## config.mk

```make
export PLATFORM = sky130hd
export DESIGN_NAME = baud_clkgen
export DESIGN_NICKNAME = d
export VERILOG_FILES = /design/src/rtl/baud_pkg.sv /design/src/rtl/baud_divcnt.sv /design/src/rtl/baud_txdiv.sv /design/src/rtl/xck_edge.sv /design/src/rtl/baud_clkgen.sv
export SDC_FILE = /design/constraint.sdc
export NUM_CORES = 1
export LEC_CHECK = 0
export CAP_MARGIN = 40
export CORE_ASPECT_RATIO = 1.5
export CORE_UTILIZATION = 55
export CTS_BUF_LIST = sky130_fd_sc_hd__clkbuf_16
export CTS_CLUSTER_DIAMETER = 150
export CTS_CLUSTER_SIZE = 10
export DETAILED_ROUTE_END_ITERATION = 8
export DONT_BUFFER_PORTS = 1
export GPL_TIMING_DRIVEN = 0
export HOLD_SLACK_MARGIN = 0.15
export PLACE_DENSITY = 0.73
export SKIP_CTS_REPAIR_TIMING = 1
export SYNTH_ARGS = -nofsm -noshare
export SYNTH_HDL_FRONTEND = slang
export SYNTH_SLANG_ARGS = --single-unit
export TNS_END_PERCENT = 30
```

## constraint.sdc

```tcl
create_clock -name clk -period 2 [get_ports clk]
set_input_delay 0.2 -clock clk [delete_from_list [all_inputs] [get_ports clk]]
set_output_delay 0.2 -clock clk [all_outputs]
set_load 0.005 [all_outputs]
```

## src/rtl/baud_pkg.sv

```systemverilog
package baud_pkg;

  // Largest transmit division ratio across all modes.
  localparam int unsigned MAX_RATIO = 16;
  localparam int unsigned PRE_W_DEF = $clog2(MAX_RATIO);

  typedef enum logic [1:0] {
    MD_ASYNC_X16 = 2'd0,
    MD_ASYNC_X8  = 2'd1,
    MD_SYNC_MST  = 2'd2,
    MD_SYNC_SLV  = 2'd3
  } clk_mode_e;

  // Double speed only matters when the link is asynchronous.
  function automatic clk_mode_e decode_mode(input logic sync_sel,
                                            input logic dbl,
                                            input logic drive);
    if (sync_sel) return drive ? MD_SYNC_MST : MD_SYNC_SLV;
    return dbl ? MD_ASYNC_X8 : MD_ASYNC_X16;
  endfunction

  function automatic int unsigned tx_ratio(input clk_mode_e m);
    case (m)
      MD_ASYNC_X16: return MAX_RATIO;
      MD_ASYNC_X8:  return MAX_RATIO / 2;
      MD_SYNC_MST:  return 2;
      default:      return 1;
    endcase
  endfunction

endpackage

```

## src/rtl/baud_divcnt.sv

```systemverilog
module baud_divcnt #(
  parameter int unsigned DIV_W = 12,
  parameter int unsigned LO_W  = 8,
  parameter logic [DIV_W-1:0] RST_DIV = '0
) (
  input  logic            clk,
  input  logic            rst_n,
  input  logic            wr_lo,
  input  logic            wr_hi,
  input  logic [LO_W-1:0] wr_data,
  output logic            base_tick
);

  localparam int unsigned HI_W = DIV_W - LO_W;
  localparam logic [DIV_W-1:0] ONE = DIV_W'(1);

  logic [DIV_W-1:0] div_q, div_d;
  logic [DIV_W-1:0] cnt_q, cnt_d;
  logic             run_q;
  logic             cnt_zero;

  assign cnt_zero  = (cnt_q == '0);
  assign base_tick = run_q & cnt_zero;

  // Divisor register: the two halves are written independently.
  always_comb begin
    div_d = div_q;
    if (wr_hi) div_d[DIV_W-1:LO_W] = wr_data[HI_W-1:0];
    if (wr_lo) div_d[LO_W-1:0]     = wr_data;
  end

  // A low write wins over the natural reload; a natural reload uses the
  // divisor held before this edge.
  always_comb begin
    cnt_d = cnt_q;
    if (wr_lo)      cnt_d = div_d;
    else if (run_q) cnt_d = cnt_zero ? div_q : (cnt_q - ONE);
  end

  always_ff @(posedge clk or negedge rst_n) begin
    if (!rst_n) begin
      div_q <= RST_DIV;
      cnt_q <= RST_DIV;
      run_q <= 1'b0;
    end else begin
      div_q <= div_d;
      cnt_q <= cnt_d;
      run_q <= 1'b1;
    end
  end

endmodule

```

## src/rtl/baud_txdiv.sv

```systemverilog
module baud_txdiv
  import baud_pkg::*;
#(
  parameter int unsigned PRE_W = PRE_W_DEF
) (
  input  logic      clk,
  input  logic      rst_n,
  input  logic      base_tick,
  input  logic      realign,
  input  clk_mode_e mode,
  output logic      tx_base,
  output logic      pin_q
);

  logic [PRE_W-1:0] pre_q, pre_d;
  logic [PRE_W-1:0] term;
  logic             last;
  logic             pin_d;
  logic             toggle_en;

  // Ratio minus one; >= keeps a shrinking ratio from overrunning.
  assign term    = PRE_W'(tx_ratio(mode) - 1);
  assign last    = (pre_q >= term);
  assign tx_base = base_tick & last;

  assign toggle_en = base_tick & (mode == MD_SYNC_MST);

  always_comb begin
    pre_d = pre_q;
    if (realign)        pre_d = '0;
    else if (base_tick) pre_d = last ? '0 : (pre_q + PRE_W'(1));
  end

  always_comb begin
    pin_d = pin_q;
    if (toggle_en) pin_d = ~pin_q;
  end

  always_ff @(posedge clk or negedge rst_n) begin
    if (!rst_n) begin
      pre_q <= '0;
      pin_q <= 1'b0;
    end else begin
      pre_q <= pre_d;
      pin_q <= pin_d;
    end
  end

endmodule

```

## src/rtl/xck_edge.sv

```systemverilog
module xck_edge #(
  parameter int unsigned SYNC_STAGES = 2
) (
  input  logic clk,
  input  logic rst_n,
  input  logic pin_in,
  input  logic fall_sel,
  output logic pin_tick
);

  logic [SYNC_STAGES-1:0] sync_q, sync_d;
  logic                   prev_q;
  logic                   synced;
  logic                   rise;
  logic                   fall;

  generate
    if (SYNC_STAGES == 1) begin : g_single
      assign sync_d = pin_in;
    end else begin : g_chain
      assign sync_d = {sync_q[SYNC_STAGES-2:0], pin_in};
    end
  endgenerate

  assign synced   = sync_q[SYNC_STAGES-1];
  assign rise     = synced & ~prev_q;
  assign fall     = ~synced & prev_q;
  assign pin_tick = fall_sel ? fall : rise;

  always_ff @(posedge clk or negedge rst_n) begin
    if (!rst_n) begin
      sync_q <= '0;
      prev_q <= 1'b0;
    end else begin
      sync_q <= sync_d;
      prev_q <= synced;
    end
  end

endmodule

```

## src/rtl/baud_clkgen.sv

```systemverilog
module baud_clkgen
  import baud_pkg::*;
#(
  parameter int unsigned DIV_W       = 12,
  parameter int unsigned LO_W        = 8,
  parameter int unsigned RST_DIV     = 0,
  parameter int unsigned SYNC_STAGES = 2
) (
  input  logic            clk,
  input  logic            rst_n,
  input  logic            wr_lo,
  input  logic            wr_hi,
  input  logic [LO_W-1:0] wr_data,
  input  logic            sync_mode,
  input  logic            dbl_speed,
  input  logic            pin_dir_out,
  input  logic            clk_pol,
  input  logic            xck_in,
  output logic            xck_out,
  output logic            xck_oe,
  output logic            tx_tick,
  output logic            rx_tick
);

  clk_mode_e mode;
  logic      base_tick;
  logic      tx_base;
  logic      pin_tick;
  logic      pin_q;
  logic      slave;

  assign mode  = decode_mode(sync_mode, dbl_speed, pin_dir_out);
  assign slave = (mode == MD_SYNC_SLV);

  baud_divcnt #(
    .DIV_W   (DIV_W),
    .LO_W    (LO_W),
    .RST_DIV (DIV_W'(RST_DIV))
  ) u_cnt (
    .clk       (clk),
    .rst_n     (rst_n),
    .wr_lo     (wr_lo),
    .wr_hi     (wr_hi),
    .wr_data   (wr_data),
    .base_tick (base_tick)
  );

  baud_txdiv #(
    .PRE_W (PRE_W_DEF)
  ) u_txdiv (
    .clk       (clk),
    .rst_n     (rst_n),
    .base_tick (base_tick),
    .realign   (wr_lo),
    .mode      (mode),
    .tx_base   (tx_base),
    .pin_q     (pin_q)
  );

  xck_edge #(
    .SYNC_STAGES (SYNC_STAGES)
  ) u_edge (
    .clk      (clk),
    .rst_n    (rst_n),
    .pin_in   (xck_in),
    .fall_sel (clk_pol),
    .pin_tick (pin_tick)
  );

  assign rx_tick = slave ? pin_tick : base_tick;
  assign tx_tick = slave ? pin_tick : tx_base;
  assign xck_oe  = (mode == MD_SYNC_MST);
  assign xck_out = pin_q;

endmodule

```

# Word-level counts from Yosys, hierarchy flattened
# Cells that the tools add are included.
classes:
  addsub: 3
  mul: 0
  div: 0
  order_cmp: 1
  n_eq_ne: 3
  shifts: 0
  muxes: 17
  n_bitwise: 8
  reduce_logical: 4
ops:
  columns: ["op", "n"]
  rows:
  - ["two-way mux 12 bit", 3]
  - ["two-way mux 4 bit", 4]
  - ["zero test 12 bit", 1]
  - ["case mux 4 bit (3 select lines)", 1]
  - ["subtractor 12 x 1 -> 12 bit (second input constant)", 1]
  - ["two-way mux 8 bit", 1]
  - ["two-way mux 1 bit", 6]
  - ["bitwise AND 1 bit", 5]
  - ["adder 4 x 1 -> 4 bit (second input constant)", 1]
  - ["== test 2 bit (second input constant)", 2]
  - ["greater-or-equal comparator 4 bit", 1]
  - ["two-way mux 2 bit", 2]
  - ["nonzero test 2 bit", 2]
  - ["subtractor 4 x 1 -> 4 bit (second input constant)", 1]
  - ["NOT 1 bit", 3]
  - ["== test 2 x 1 -> 1 bit (second input constant)", 1]
  - ["zero test 2 bit", 1]
word_totals:
  register_bits: 33
  latch_bits: 0
  ram_bits: 0
  rom_bits: 0
  out_inout_bits: 4
  memories: 0

# Depth between registers and ports, before layout
# Gate-level depths: netlist of run 1.
logic_depth:
  word_depth: 10
  depth_mapped: 9
  mapped_depth_nobuf: 8

# Hierarchy
# Synthesis of run 1 repeated with hierarchy kept, for this count alone.
unflattened:
  cells_unflattened: 194
  area_unflattened_um2: 1956.9
modules_own_cells:
  columns: ["mod", "instances", "cells_each", "area_per_inst_um2"]
  rows:
  - ["baud_divcnt", 1, 142, 1406.3]
  - ["baud_txdiv", 1, 40, 394.1]
  - ["xck_edge", 1, 6, 97.6]
  - ["baud_clkgen", 1, 6, 58.8]

# Least setup slack after synthesis of run 1
# Ideal clock, no wire load.
synth_path:
  path_kind: "register -> register"
  startpoint: "reg u_cnt.cnt_q[0]"
  endpoint: "reg u_txdiv.pin_q"
  arrival_time_ns: 1.766
  t_required_ns: 1.877
  setup_slack_ns: 0.111
  stages_incl_launch_ff: 9
  n_path_buf: 1
  synth_period_minus_slack_ns: 1.889
  path_cell_list: "dfrtp_1 > inv_1 > ha_1 > nor3b_1 > nand4_1 > buf_4 > nor2_1 > nand2_1 > xnor2_1"
synth_between:
  elab_chain_cells: 3
synth_lines:
  columns: ["element", "line_no", "rtl"]
  rows:
  - ["start: declaration", "baud_divcnt.sv:18", "logic [DIV_W-1:0] cnt_q, cnt_d;"]
  - ["start signal: assignment", "baud_divcnt.sv:47", "cnt_q <= cnt_d;"]
  - ["zero test 12 bit", "baud_divcnt.sv:22", "assign cnt_zero = (cnt_q == '0);"]
  - ["bitwise AND 1 bit", "baud_divcnt.sv:23", "assign base_tick = run_q & cnt_zero;"]
  - ["bitwise AND 1 bit", "baud_txdiv.sv:26", "assign toggle_en = base_tick & (mode == MD_SYNC_MST);"]
  - ["end signal: assignment", "baud_txdiv.sv:45", "pin_q <= pin_d;"]
  - ["end: declaration", "baud_txdiv.sv:12", "output logic pin_q"]
# No other way between the ends.
# A chain may end at the register's enable or synchronous reset.

# Worst setup path in the final report of run 1
layout_path:
  startpoint: "reg u_cnt.cnt_q[5]"
  endpoint: "out tx_tick"
layout_between:
  elab_chain_cells: 4
layout_lines:
  columns: ["element", "line_no", "rtl"]
  rows:
  - ["zero test 12 bit", "baud_divcnt.sv:22", null]
  - ["bitwise AND 1 bit", "baud_divcnt.sv:23", null]
  - ["bitwise AND 1 bit", "baud_txdiv.sv:24", "assign tx_base = base_tick & last;"]
  - ["two-way mux 1 bit", "baud_clkgen.sv:71", "assign tx_tick = slave ? pin_tick : tx_base;"]
  - ["end: declaration", "baud_clkgen.sv:21", "output logic tx_tick,"]
# No other way between the ends.

==> flow_summary.ini, run 1 <==
[setup_path]
crit_arrival_ps = 2000
cp_max_fo = 7
start_kind = register
reg2reg_slack_ps = -110
crit_type = reg2out
crit_required_ps = 1800
crit_path_end_kind = primary output

[logic_synthesis]
synth_mux_area_share_pct = 7.808
synth_edf_count = 0
synth_top_area_share_pct = 45.21
synthSimpleGateAreaFrac_pct = 18.77
synth_xor_area_share_pct = 2.397
synthTopCellsByArea = dfrtp_1, mux2_2, ha_1
synth_fa_ha_area_share_pct = 4.795
synth_flop_cell = dfrtp_1
synth_top_family_by_area = simple AND/OR/NAND/NOR gates
synth_area_um2 = 1827
synth_compound_area_share_pct = 16.03
syn_nets = 214
yosysWarnings = 0
yosys.cell_types.count = 45
synth_most_common_cell = dfrtp_1
synth-async-reset-ratio_pct = 100.0
syn_area_per_cell_um2 = 9.614
synth_area_leader_cell = dfrtp_1
synth-seq-area-share_pct = 45.21
syn_inst = 190
synthTopCellsByCount = dfrtp_1, nand2_1, nor2_1
synth-seq-cells = 33

[drt]
wl_per_cell_um = 17.44
postRouteAntennaNets = 0
drcViolationCount = 0
firstDrtPassIters = 4
drt_iter0_markers = 38
routed_wirelength_mm = 4.481
viasPerCell = 6.167
vias = 1585

[status]
failed_checks = negative setup slack
status = finished with violations

[sta]
fmax_mhz = 453.8
slew_violations = 0
layout_setup_ws_ps = -203.7
fin_skew_ps = 4.728
tightest_slew_ps = 590.5
finalSetupViolations = 7
layout_min_cycle_time_ps = 2204
rsz0062_at_grt = yes
fin_crit_sh_pct = 110.2
hold_viol_final = 0
relSlewSlack_pct = 60.63

[power_and_ir_drop]
p_total_mw = 1.807
p_leak_nw = 0.9546
p_per_area_nw_per_um2 = 798.3
max-vdd-ir-drop_mv = 0.7082

[clocking]
clk_latency_ps = 280
cts.sinks = 33
cts_root_buf = clkbuf_16
htree_levels = 2
cts-buffers-inserted = 5
path_clk_slew_ps = 50
clock_path_buffers = 2
cts_tree = done

[floorplanning]
die_w_um = 49.06
core-area_um2 = 3159
core.rowCount = 25
io_pins = 21
chipHeight_um = 72.59
initial_utilization_pct = 57.82
dieArea_um2 = 3561

[grt]
antenna_found_initial = 0
grt_pass1_vias = 1493
grt_max_degree = 34
grtUsageTotal_pct = 26.49
grt_pass1_wl_mm = 6.906
grt_overflow = 0

[hold_path]
hold_class = in2reg

[final_layout]
final_core_util_pct = 71.64
diodes = 0
nets = 240
final_cell_count_no_fill = 257
drive_above_1_share_pct = 17.97
area_delta_synth_final_pct = 23.90

[job]
cap_violations = 0

[place]
dpl.cell_count = 230
io_buffers = 0
place_hpwl_mm = 2.941
place_congestion = 0.8919
## final timing paths
kind | startpoint | to | depth (start not counted)
max | u_cnt.cnt_q[5]$_DFFE_PN0P_ | tx_tick | 4
min | wr_hi | u_cnt.cnt_q[8]$_DFFE_PN0P_ | 3
max reg2reg | u_cnt.cnt_q[2]$_DFFE_PN0P_ | u_cnt.cnt_q[7]$_DFFE_PN0P_ | 7
min reg2reg | u_edge.sync_q[0]$_DFF_PN0_ | u_edge.sync_q[1]$_DFF_PN0_ | 0
max in group asynchronous | rst_n | u_cnt.cnt_q[5]$_DFFE_PN0P_ | 2
min in group asynchronous | rst_n | u_cnt.div_q[5]$_DFF_PN0_ | 2
## state kept, by name, indices dropped and copies added, names as in the netlist
| signal | flops |
|---|---|
| u_cnt.cnt_q | 12 |
| u_cnt.run_q | 1 |
| u_txdiv.pin_q | 1 |
| u_txdiv.pre_q | 4 |
| u_edge.prev_q | 1 |
| u_edge.sync_q | 2 |
| u_cnt.div_q | 12 |
## layout by cell type, fill, tap and decap left out, drive strengths merged, types with 2 or more instances in the layout
cell type    netlist  routed
a21oi              4       4
nor2b              2       2
ha                 7       7
nor3b              2       2
buf                1      11
o211ai             2       2
or3                2       2
and2               2       2
xnor2              5       5
o21ai             14      14
nor4               3       3
a221o              3       3
mux2i              3       3
a221oi             3       3
nand2             18      18
dlygate4sd3        0      12
o31ai              3       3
a31oi              4       4
nor3               5       5
inv               12      15
a211oi             2       2
clkbuf             9      11
dfrtp             33      33
nor2              16      16
or4                2       2
nand3             10      10
mux2              10      10
## per-stage QoR
stage | setup TNS (ps) | setup WS, ps | instance area (um2) | hold WS, ps
after global placement | -2400 | -314.4 | 1877 | -94.98
final | -665.1 | -203.7 | 2263 | 213.7
after detailed placement | -2486 | -306.9 | 1877 | -94.95
after global routing | -2223 | -273.3 | 2263 | 225.6
after floorplan | 0 | 111.3 | 1827 | -95.59
after CTS | -3621 | -476.7 | 2013 | -387.7
## cell families (layout without fill, tap and decap cells)
| group | Yosys count | count (layout) |
|---|---|---|
| AOI/OAI and AO/OA | 43 | 43 |
| xor gates and xnor gates | 5 | 5 |
| adders and majority gates | 7 | 7 |
| buffers and inverters | 22 | 49 |
| DFF | 33 | 33 |
| muxes | 13 | 13 |
| other | 1 | 1 |
| and+or+nand+nor | 66 | 66 |
## critical path, stage by stage, from the launching register on
cell and delay, ps:
dfrtp_2 410, or4_4 580, nor3_4 350, nand3_4 160, o31ai_4 220
## layout make-up
type,instances,area [um2]
buffer,8,35.03
clock buffer,5,125.1
clock inverter,3,11.26
fill,263,895.9
inverter,12,45.04
multi-input combinational,135,969.7
sequential,33,827.0
tap,40,50.05
timing repair buffer,21,200.2
## power breakdown
group	internal [mW]	total (mW)	switching (mW)
Combinational	0.146	0.307	0.161
Sequential	0.732	0.795	0.0631
Clock	0.446	0.704	0.259
Total	1.32	1.81	0.483
## layer usage
layer / track usage [%] / part of all wire [%]
met5: 0 / 0
met1: 29.27 / 38
met3: 7.500 / 4.5
met2: 46.60 / 54
met4: 12.75 / 2.7
Power figures use the tool's default switching activity.
==> run 2, diff against run 1 <==
--- a/config.mk
+++ b/config.mk
@@ -7,15 +7,15 @@
 export LEC_CHECK = 0
 export CAP_MARGIN = 40
 export CORE_ASPECT_RATIO = 1.5
-export CORE_UTILIZATION = 55
+export CORE_UTILIZATION = 43
 export CTS_BUF_LIST = sky130_fd_sc_hd__clkbuf_16
 export CTS_CLUSTER_DIAMETER = 150
 export CTS_CLUSTER_SIZE = 10
 export DETAILED_ROUTE_END_ITERATION = 8
 export DONT_BUFFER_PORTS = 1
 export GPL_TIMING_DRIVEN = 0
-export HOLD_SLACK_MARGIN = 0.15
-export PLACE_DENSITY = 0.73
+export HOLD_SLACK_MARGIN = 0.12
+export PLACE_DENSITY = 0.6
 export SKIP_CTS_REPAIR_TIMING = 1
 export SYNTH_ARGS = -nofsm -noshare
 export SYNTH_HDL_FRONTEND = slang
==> run 2 against run 1 <==
Against the previous run: the flow still finishes with violations (negative setup slack); first-iteration DRC count is 53% higher; clock-buffer cell count did not move; worst setup slack improved by 130 ps; wire length fell by 1.2%; via count down 0.69%; worst hold slack got worse by 92 ps; critical path depth is the same; final area is 3.5% higher; non-clock buffer count rose by 4; sequential share of layout area fell by 1.2 points; highest routed layer unchanged.
==> flow_summary.ini, run 2 (synthesized netlist as in run 1, its figures left out) <==
[power_and_ir_drop]
p_per_area_nw_per_um2 = 780.0
pwr-share-seq_pct = 43.6
p_switching_mw = 0.4862
pwr-share-comb_pct = 18.1
max-vdd-ir-drop_mv = 0.5550
pwr-share-clk_pct = 38.3
p_int_mw = 1.341
p_total_mw = 1.827
switching_share_pct = 26.61
p_leak_nw = 0.9778

[grt]
grtUsageTotal_pct = 19.92
grt_pass1_vias = 1479
grt_pass1_wl_mm = 6.831
antenna_found_initial = 0
grt_overflow = 0
grt_max_degree = 34

[setup_path]
crit_arrival_ps = 1870
slowest_stage = or4_4
cp_max_fo = 5
crit_path_end_kind = primary output
crit_required_ps = 1800
worstPathCellList = or4_4 > nor3_4 > nand3_4 > o31ai_4
reg2reg_slack_ps = 40
start_kind = register
crit_type = reg2out
max_stage_delay_ps = 580

[clocking]
cts.sinks = 33
path_clk_slew_ps = 50
cts_root_buf = clkbuf_16
cts_tree = done
htree_levels = 2
clk_latency_ps = 280
cts-buffers-inserted = 5
clock_path_buffers = 2

[sta]
tightest_slew_ps = 588.0
relSlewSlack_pct = 60.80
layout_min_cycle_time_ps = 2071
fmax_mhz = 482.8
hold_viol_final = 0
rsz0062_at_grt = yes
layout_setup_ws_ps = -71.38
finalSetupViolations = 2
fin_crit_sh_pct = 103.6
slew_violations = 0
fin_skew_ps = 5.391
whs_ps = 121.4

[place]
io_buffers = 0
place_hpwl_mm = 3.014
place_congestion = 0.8419
dpl.cell_count = 235

[floorplanning]
chipHeight_um = 81.83
dieArea_um2 = 4518
die_w_um = 55.22
core.rowCount = 28
io_pins = 21
core-area_um2 = 3994
initial_utilization_pct = 45.74

[drt]
routed_wirelength_mm = 4.426
firstDrtPassIters = 4
vias = 1574
wl_per_cell_um = 16.70
drt_iter0_markers = 58
drcViolationCount = 0
postRouteAntennaNets = 0
viasPerCell = 5.940

[hold_path]
hold_class = in2reg

[final_layout]
final_cell_count_no_fill = 265
top_regs = u_cnt.cnt_q (12), u_cnt.div_q (12), u_txdiv.pre_q (4)
drive_above_1_share_pct = 22.73
diodes = 0
area_delta_synth_final_pct = 28.22
nets = 244
final_cell_mix = dfrtp_1, nand2_1, nor2_1
layout_commonest_cell = dfrtp_1

[job]
cap_violations = 0

[status]
status = finished with violations
failed_checks = negative setup slack
## run 2: worst paths after layout
kind | startpoint | end | depth (start not counted)
worst max-delay path | u_cnt.cnt_q[7]$_DFFE_PN0P_ | tx_tick | 4
worst min-delay path | wr_hi | u_cnt.div_q[11]$_DFF_PN0_ | 1
worst max register to register | u_cnt.cnt_q[7]$_DFFE_PN0P_ | u_cnt.cnt_q[10]$_DFFE_PN0P_ | 6
worst min register to register | u_edge.sync_q[0]$_DFF_PN0_ | u_edge.sync_q[1]$_DFF_PN0_ | 0
max in group asynchronous | rst_n | u_cnt.cnt_q[5]$_DFFE_PN0P_ | 2
min in group asynchronous | rst_n | u_edge.sync_q[0]$_DFF_PN0_ | 2
## run 2: cell type report
class	count	area [um2]
flip-flops and latches	33	828.3
clock inverters	2	7.507
repair buffers	26	237.7
clock buffers	5	125.1
inverters	12	45.04
well taps	45	56.30
multi-input cells	135	1007
plain buffers	7	35.03
fillers	379	1652
## run 2: per-layer routing
layer	wire length (um)	track usage, %
met1	1802	21.26
met2	2401	36.75
met3	157	5.039
met4	65	9.500
met5	0	0
## run 2: power by group through the flow
stage / registers, mW / clock network, mW / logic [mW]
6_report: 0.796 / 0.700 / 0.331
5_1_grt: 0.803 / 0.737 / 0.367
4_1_cts: 0.787 / 0.715 / 0.238
3_5_place_dp: 0.797 / 0 / 0.237
3_3_place_gp: 0.795 / 0 / 0.228
2_1_floorplan: 0.782 / 0 / 0.193
## run 2: through the flow
stage	cell area (um2)	util [%]	setup slack, ps	TNS, ps
3_5_place_dp	1883	47.15	-325.1	-2532
5_1_grt	2342	58.65	-136.1	-334.6
2_1_floorplan	1827	-	111.3	0
3_3_place_gp	1883	47.15	-315.7	-2110
6_report	2342	58.65	-71.38	-116.6
4_1_cts	2016	50.47	-431.1	-3430
## run 2: critical path, delay by kind of cell, from the launching register on
| kind | cells | cell delay [ps] |
|---|---|---|
| AND/OR/NAND/NOR | 3 | 970 |
| flip-flops | 1 | 390 |
| AO/OA/AOI/OAI | 1 | 230 |
==> run 3, diff against run 2 <==
==> constraint.sdc (replaced) <==
create_clock -name clk -period 1.85 [get_ports clk]
set_input_delay 0.185 -clock clk [delete_from_list [all_inputs] [get_ports clk]]
set_output_delay 0.185 -clock clk [all_outputs]
set_load 0.005 [all_outputs]
==> run 3 against run 2 <==
Against the previous run: die area did not move; largest cell class unchanged; highest routed layer unchanged; worst setup slack got worse by 180 ps; clock skew barely moved; the flow still finishes with violations (negative setup slack).
==> flow_summary.ini, run 3 (synthesized netlist as in run 1, its figures left out) <==
[status]
status = finished with violations
failed_checks = negative setup slack

[sta]
relSlewSlack_pct = 62.98
hold_viol_final = 0
layout_min_cycle_time_ps = 2099
fin_skew_ps = 5.444
fin_crit_sh_pct = 113.5
rsz0062_at_grt = yes
layout_setup_ws_ps = -248.9
slew_violations = 0
fmax_mhz = 476.4
tns_ps = -1592
tightest_slew_ps = 555.3
finalSetupViolations = 16

[drt]
routed_wirelength_mm = 4.623
postRouteAntennaNets = 0
drt_iter0_markers = 70
drcViolationCount = 0
vias = 1628
firstDrtPassIters = 4
wl_per_cell_um = 16.93
viasPerCell = 5.963

[setup_path]
crit_type = reg2out
crit_start = u_cnt.cnt_q[7]$_DFFE_PN0P_
crit_path_end_kind = primary output
r2r-end = u_cnt.cnt_q[10]$_DFFE_PN0P_
start_kind = register
reg2regPathDepth = 7
reg2reg_from = u_cnt.cnt_q[7]$_DFFE_PN0P_
crit_required_ps = 1660
cp_max_fo = 5
crit_arrival_ps = 1910
reg2reg_slack_ps = -190
endpoint = tx_tick

[grt]
antenna_found_initial = 0
grt_max_degree = 34
grtUsageTotal_pct = 20.39
grt_overflow = 0
grt_pass1_vias = 1454
grt_pass1_wl_mm = 6.996

[floorplanning]
core.rowCount = 28
chipHeight_um = 81.83
initial_utilization_pct = 45.74
die_w_um = 55.22
core-area_um2 = 3994
dieArea_um2 = 4518
io_pins = 21

[clocking]
cts_tree = done
cts-buffers-inserted = 5
cts.sinks = 33
htree_levels = 2
clk_latency_ps = 280
path_clk_slew_ps = 50
cts_root_buf = clkbuf_16
clock_path_buffers = 2

[final_layout]
diodes = 0
final_cell_mix = dfrtp_1, nand2_1, buf_4
top_regs = u_cnt.cnt_q (12), u_cnt.div_q (12), u_txdiv.pre_q (4)
area_delta_synth_final_pct = 36.58
drive_above_1_share_pct = 29.82
nets = 251
design_area_um2 = 2495
layout_commonest_cell = dfrtp_1

[place]
place_ws_ps = -317.4
place_congestion = 0.8566
place_area_um2 = 1888
place_hpwl_mm = 3.026
io_buffers = 0

[hold_path]
hold_class = in2reg

[power_and_ir_drop]
p_per_area_nw_per_um2 = 803.0
p_leak_nw = 1.031
max-vdd-ir-drop_mv = 0.8097
p_total_mw = 2.003

[job]
cap_violations = 0
==> run 3: cell count changes in the layout (fill, tap and decap cells not counted), moves of 2 or more <==
cell,change
nor2_1,-3
o21ai_1,+3
nor2_2,+2
inv_1,-2
buf_4,+3
o21ai_0,-3
==> run 3: how the worst min path moves through the flow <==
| stage | start | to | slack, ps | depth (start not counted) |
|---|---|---|---|---|
| after floorplan | rst_n | u_cnt.cnt_q[0]$_DFFE_PN0P_ | -110 | 0 |
| after global placement | rst_n | u_edge.sync_q[1]$_DFF_PN0_ | -110 | 0 |
| after detailed placement | rst_n | u_cnt.run_q$_DFF_PN0_ | -110 | 0 |
| after CTS | rst_n | u_edge.prev_q$_DFF_PN0_ | -400 | 0 |
| after global routing | wr_hi | u_cnt.cnt_q[8]$_DFFE_PN0P_ | 210 | 3 |
| final | wr_hi | u_cnt.cnt_q[8]$_DFFE_PN0P_ | 190 | 3 |
==> run 3: report_power, final <==
group          switching, mW  internal (mW)
clock network          0.280          0.485
logic                  0.187          0.183
registers             0.0778          0.792
==> run 3: final cells by class <==
class	instances	area, um2
Tap cell	45	56.30
Sequential cell	33	828.3
Inverter	12	45.04
Clock inverter	3	12.51
Fill cell	336	1499
Clock buffer	5	125.1
Buffer	8	47.55
Multi-Input combinational cell	135	1072
Timing Repair Buffer	32	307.8
==> run 3: critical path: stages (launching register included) <==
cell     delay (ps)
dfrtp_1         420
or4_4           600
nor3_4          260
nand3_4         140
o31ai_4         210
==> run 3: metrics by stage <==
stage | instances | hold slack, ps | utilization [%]
after floorplan | 190 | -110.6 | -
after global placement | 235 | -109.8 | 47.27
after detailed placement | 235 | -109.7 | 47.27
after CTS | 243 | -402.6 | 50.72
after global routing | 273 | 212.2 | 62.47
final | 273 | 194.4 | 62.47
==> run 3: layer usage <==
| metal | global-route usage (%) | up-vias | part of all wire (%) |
|---|---|---|---|
| li1 | - | 763 | - |
| met1 | 23.36 | 788 | 39 |
| met2 | 35.06 | 61 | 52 |
| met3 | 5.669 | 16 | 5.0 |
| met4 | 10.25 | 0 | 4.1 |
| met5 | 0 | - | 0 |
